## config.mk

```make
export PLATFORM = sky130hd
export DESIGN_NAME = half_div
export DESIGN_NICKNAME = d
export VERILOG_FILES = /design/src/rtl/hdiv_period.sv /design/src/rtl/hdiv_counter.sv /design/src/rtl/hdiv_wave.sv /design/src/rtl/half_div.sv
export SDC_FILE = /design/constraint.sdc
export NUM_CORES = 1
export LEC_CHECK = 0
export CELL_PAD_IN_SITES_DETAIL_PLACEMENT = 0
export CELL_PAD_IN_SITES_GLOBAL_PLACEMENT = 2
export CORE_UTILIZATION = 39
export DETAILED_ROUTE_END_ITERATION = 16
export DONT_BUFFER_PORTS = 1
export PLACE_DENSITY_LB_ADDON = 0.1
export RECOVER_POWER = 50
export SLEW_MARGIN = 20
export SYNTH_ARGS = -nofsm -noshare
export SYNTH_HDL_FRONTEND = slang
export SYNTH_SLANG_ARGS = --single-unit
```

## constraint.sdc

```tcl
create_clock -name clk_i -period 3.2 [get_ports clk_i]
set_input_delay 0.16 -clock clk_i [delete_from_list [all_inputs] [get_ports clk_i]]
set_output_delay 0.16 -clock clk_i [all_outputs]
set_load 0.05 [all_outputs]
```

## src/rtl/hdiv_period.sv

```systemverilog
module hdiv_period #(
  parameter int unsigned CFG_W = 6,
  parameter int unsigned DIV_W = 4,
  localparam int unsigned CNT_W = DIV_W + 1
) (
  input  logic [CFG_W-1:0] field_i,
  output logic [CNT_W-1:0] period_o
);
  logic [DIV_W-1:0] h;

  generate
    if (CFG_W >= DIV_W) begin : g_mask
      assign h = field_i[DIV_W-1:0];
    end else begin : g_pad
      assign h = DIV_W'(field_i);
    end
  endgenerate

  // zero selects bypass: source rate, two reference cycles
  assign period_o = (h == '0) ? CNT_W'(2) : CNT_W'(h) + CNT_W'(1);
endmodule

```

## src/rtl/hdiv_counter.sv

```systemverilog
module hdiv_counter #(
  parameter int unsigned DIV_W = 4,
  localparam int unsigned CNT_W = DIV_W + 1
) (
  input  logic             clk_i,
  input  logic             rst_ni,
  input  logic [CNT_W-1:0] period_i,
  output logic [CNT_W-1:0] cnt_next_o,
  output logic [CNT_W-1:0] per_next_o
);
  logic [CNT_W-1:0] cnt_q, per_q;
  logic             wrap;

  assign wrap       = (cnt_q == per_q - CNT_W'(1));
  assign cnt_next_o = wrap ? '0 : cnt_q + CNT_W'(1);
  // new ratio sampled only at period end
  assign per_next_o = wrap ? period_i : per_q;

  always_ff @(posedge clk_i or negedge rst_ni) begin
    if (!rst_ni) begin
      cnt_q <= '0;
      per_q <= CNT_W'(2);
    end else begin
      cnt_q <= cnt_next_o;
      per_q <= per_next_o;
    end
  end


  cnt_in_range_chk: assert property (@(posedge clk_i) disable iff (!rst_ni)
    cnt_q < per_q);

  per_in_range_chk: assert property (@(posedge clk_i) disable iff (!rst_ni)
    (per_q >= CNT_W'(2)) && (per_q <= CNT_W'(1 << DIV_W)));

  per_hold_chk: assert property (@(posedge clk_i) disable iff (!rst_ni)
    (cnt_q != '0) |-> $stable(per_q));
endmodule

```

## src/rtl/hdiv_wave.sv

```systemverilog
module hdiv_wave #(
  parameter int unsigned DIV_W = 4,
  localparam int unsigned CNT_W = DIV_W + 1
) (
  input  logic             clk_i,
  input  logic             rst_ni,
  input  logic [CNT_W-1:0] cnt_next_i,
  input  logic [CNT_W-1:0] per_next_i,
  output logic             div_clk_o,
  output logic             div_en_o
);
  logic clk_q, en_q;

  always_ff @(posedge clk_i or negedge rst_ni) begin
    if (!rst_ni) begin
      clk_q <= 1'b0;
      en_q  <= 1'b0;
    end else begin
      clk_q <= cnt_next_i < (per_next_i >> 1);
      en_q  <= cnt_next_i == '0;
    end
  end

  assign div_clk_o = clk_q;
  assign div_en_o  = en_q;


  en_in_high_chk: assert property (@(posedge clk_i) disable iff (!rst_ni)
    div_en_o |-> div_clk_o);

  en_single_chk: assert property (@(posedge clk_i) disable iff (!rst_ni)
    div_en_o |=> !div_en_o);


  always_comb begin
    if (!rst_ni) begin
      reset_low_chk: assert (!clk_q && !en_q);
    end
  end
endmodule

```

## src/rtl/half_div.sv

```systemverilog
module half_div #(
  parameter int unsigned CFG_W = 6,
  parameter int unsigned DIV_W = 4
) (
  input  logic             clk_i,
  input  logic             rst_ni,
  input  logic [CFG_W-1:0] div_cfg_i,
  output logic             div_clk_o,
  output logic             div_en_o
);
  localparam int unsigned CNT_W = DIV_W + 1;

  logic [CNT_W-1:0] period, cnt_next, per_next;

  hdiv_period #(.CFG_W(CFG_W), .DIV_W(DIV_W)) u_period (
    .field_i  (div_cfg_i),
    .period_o (period)
  );

  hdiv_counter #(.DIV_W(DIV_W)) u_counter (
    .clk_i      (clk_i),
    .rst_ni     (rst_ni),
    .period_i   (period),
    .cnt_next_o (cnt_next),
    .per_next_o (per_next)
  );

  hdiv_wave #(.DIV_W(DIV_W)) u_wave (
    .clk_i      (clk_i),
    .rst_ni     (rst_ni),
    .cnt_next_i (cnt_next),
    .per_next_i (per_next),
    .div_clk_o  (div_clk_o),
    .div_en_o   (div_en_o)
  );
endmodule

```

==> metrics.csv <==
stage,metric,value,unit
synthesis,yosys.area_share.adder,0.1085,
pwr,power_density,1221,mW/mm^2
timing,final-max-slew-violation-count,0,
timing,max_slew_margin,0.6143,
synthesis,yosys_register_bits,12,
worst_setup_path,worstSetupStartpointType,register,
clocking,postCtsSetupBuffers,0,
clocking,cts_made_buffers,3,
worst_setup_path,rr_worst_depth,11,
synthesis,dominantRegCellSynth,dfrtp_1,
floorplanning,die_w,47.49,um
timing,layout_min_cycle_time,2.825,ns
route,wl_per_cell,13.70,um
worst_setup_path,critPathRequiredTime,3.36,ns
worst_setup_path,critPathKind,register to register,
placement,place.gp.congestion,0.6847,
synthesis,synthCells,73,
synthesis,yosys.area.top_type_share,0.3411,
timing,fin_ws,0.3754,ns
worst_setup_path,r2r-end,u_wave.div_clk_o,
final_layout,fin_cells,106,
timing,setup_tns,0,ns
run_status,status,completed,
synthesis,synth_compound_gate_area_share,0.06357,
grt,antenna_found_initial,0,
grt,grt_use_total,0.1562,
worst_setup_path,worstPathMaxFanout,10,
synthesis,synth_most_common_cell,dfrtp_1,
synthesis,synth_edf_count,0,
placement,dp_hpwl,1.135,mm
worst_setup_path,cp-end-kind,register,
route,drtPass1Iterations,4,
synthesis,synthMuxAreaShare,0.1194,
timing,rsz0062_at_grt,no,
worst_hold_path,hold_class,primary input to register,
synthesis,yosys-top-cells-area,"dfrtp_1 34%, ha_1 11%, xnor2_1 7.6%",
synthesis,syn_nets,88,
synthesis,synth_cell_type_count,25,
pwr,p_leak,0.4071,nW
worst_setup_path,crit_buf_inv,2,
grt,grt_max_degree,13,
clocking,cts_resized,0,
timing,worst_pin_slew,0.5766,ns
route,first_iter_violations,14,
route,wl,1.452,mm
floorplanning,dieArea,0.002255,mm^2
placement,dp_cells,101,
synthesis,synth.cell_area,807.0,um^2
timing,finalHoldViolations,0,
worst_setup_path,worst_path_most_repeated_cell,ha_1,
final_layout,area_growth_syn_to_layout,10.39,%
timing,skew,0.0004537,ns
placement,io_buffer_count,0,
floorplanning,fp.coreArea,0.001962,mm^2
grt,gr-total-overflow,0,
clocking,clock-sinks,12,
placement,dp_slack,0.3988,ns
clocking,clk_pin_slew,0.08,ns
synthesis,synth_xor_area_frac,0.1473,
timing,finalSetupViolations,0,
worst_setup_path,cp_top_family,simple AND/OR/NAND/NOR gates,
synthesis,post-synth-top-area-cell,dfrtp_1,
clocking,hold_buffers,1,
route,routed_via_density,5.057,
clocking,clock_latency,0.27,ns
timing,fin_crit_sh,0.8827,
floorplanning,start_util,0.4114,
grt,grt_pass1_vias,503,
final_layout,final_layout_size_suffix_gt1_frac,0.1772,
synthesis,synth_common_cells,"11 x dfrtp_1, 7 x ha_1, 7 x xnor2_1, 6 x nor2_1",
grt,grt_pass1_wl,2.325,mm
floorplanning,num_rows,16,
worst_setup_path,cp_data_arrival_time,2.98,ns
synthesis,synthSimpleGateAreaFrac,0.1504,
synthesis,yosys_warnings,0,
worst_setup_path,rrSetupSlack,0.38,ns
route,antenna_left,0,
floorplanning,ioPinCount,10,
clocking,cts_buffer_depth,2,
synthesis,synthArstFlopShare,1.000,
route,remaining_drc_errors,0,
clocking,cts_root_buf,clkbuf_4,
worst_hold_path,hold_depth,3,
timing,fmax,0.3540,GHz
run,cap_violations,0,
synthesis,ys_seq_area_frac,0.3736,
floorplanning,die-height,47.49,um
worst_hold_path,whs_endpoint,u_counter.per_q[1],
worst_setup_path,reg2reg_from,u_counter.per_q[1],
worst_setup_path,slowest_delay,0.55,ns
worst_setup_path,worstPathCellList,inv_1 > ha_1 > xor2_1 > nand3_2 > nor3_4 > buf_4 > mux2i_1 > ha_1 > nand3_1 > or3_1 > o311a_1,
synthesis,syn_avg_cell_area,11.06,um^2
clocking,cts_htree_levels,1,
worst_setup_path,critPathSlowestCell,dfstp_2,
clocking,cts_tree,built,
pwr,ir_drop,0.0004024,V
final_layout,nets,95,
route,num_vias,536,
final_layout,num_antenna_cells,0,
synthesis,synth_top_family_by_area,simple AND/OR/NAND/NOR gates,
worst_hold_path,min-delay-start,div_cfg_i[3],
==> power by group <==
group	switching, mW	internal, mW
registers	0.106	0.230
clock network	0.0515	0.0691
logic	0.313	0.318
==> worst min-delay path, cell delays in order <==
cell and delay [ns]:
nor3b_1 0.04, nor2_1 0.12, mux2i_1 0.09
==> how the worst max path moves through the flow <==
stage	from	end	cells past startpoint
5_1_grt	u_counter.per_q[1]	u_wave.div_clk_o	11
3_5_place_dp	u_counter.per_q[1]	u_wave.div_clk_o	11
6_report	u_counter.per_q[1]	u_wave.div_clk_o	11
3_3_place_gp	u_counter.per_q[1]	u_wave.div_clk_o	11
4_1_cts	u_counter.per_q[1]	u_wave.div_clk_o	11
2_1_floorplan	u_counter.per_q[1]	u_wave.div_clk_o	11
==> layout make-up <==
cell class                      count  area, um^2
Fill cell                         205        1071
Inverter                            5       18.77
Timing Repair Buffer                3       25.02
Multi-Input combinational cell     55       475.5
Tap cell                           27       33.78
Clock buffer                        4       36.28
Sequential cell                    12       301.5
==> metal layers <==
| layer | up-vias | track usage | part of all wire |
|---|---|---|---|
| met3 | 4 | 0.03396 | 0.021 |
| li1 | 269 | - | - |
| met1 | 256 | 0.2541 | 0.53 |
| met4 | 0 | 0.07429 | 0.020 |
| met5 | - | 0 | 0 |
| met2 | 7 | 0.1863 | 0.42 |
==> flip-flops by register name (all words and copies together), names as in the netlist <==
name,cells
u_wave.div_clk_o,1
u_counter.per_q,5
u_counter.cnt_q,5
u_wave.div_en_o,1
==> cells in the final DEF, fill, tap and decap left out, types with 2 or more instances in the layout <==
cell      count
mux2_2        5
xor2_1        4
nor3b_1       2
dfrtp_1      11
inv_1         5
buf_4         2
ha_1          7
mux2i_1       4
a21oi_1       3
nor2_1        6
clkbuf_4      3
nor2b_1       2
and3_1        2
nand3_1       3
xnor2_1       7
==> metrics by stage <==
step | hold WS [ns] | power (mW) | utilization | cell area, um^2
after floorplan | -0.1356 | 0.8474 | - | 807.0
after global routing | 0.1860 | 1.189 | 0.4541 | 890.9
after CTS | 0.1328 | 1.098 | 0.4541 | 890.9
after global placement | -0.1353 | 0.9657 | 0.4305 | 844.6
final | 0.1404 | 1.088 | 0.4541 | 890.9
after detailed placement | -0.1353 | 0.9642 | 0.4305 | 844.6
==> cells by family after synthesis <==
group	count (synthesis)
and+or+nand+nor	20
muxes	9
adders and majority gates	7
xor gates and xnor gates	12
AOI/OAI and AO/OA	7
buffers and inverters	6
DFF	12
Note: power is estimated with default switching activity, not from simulation.
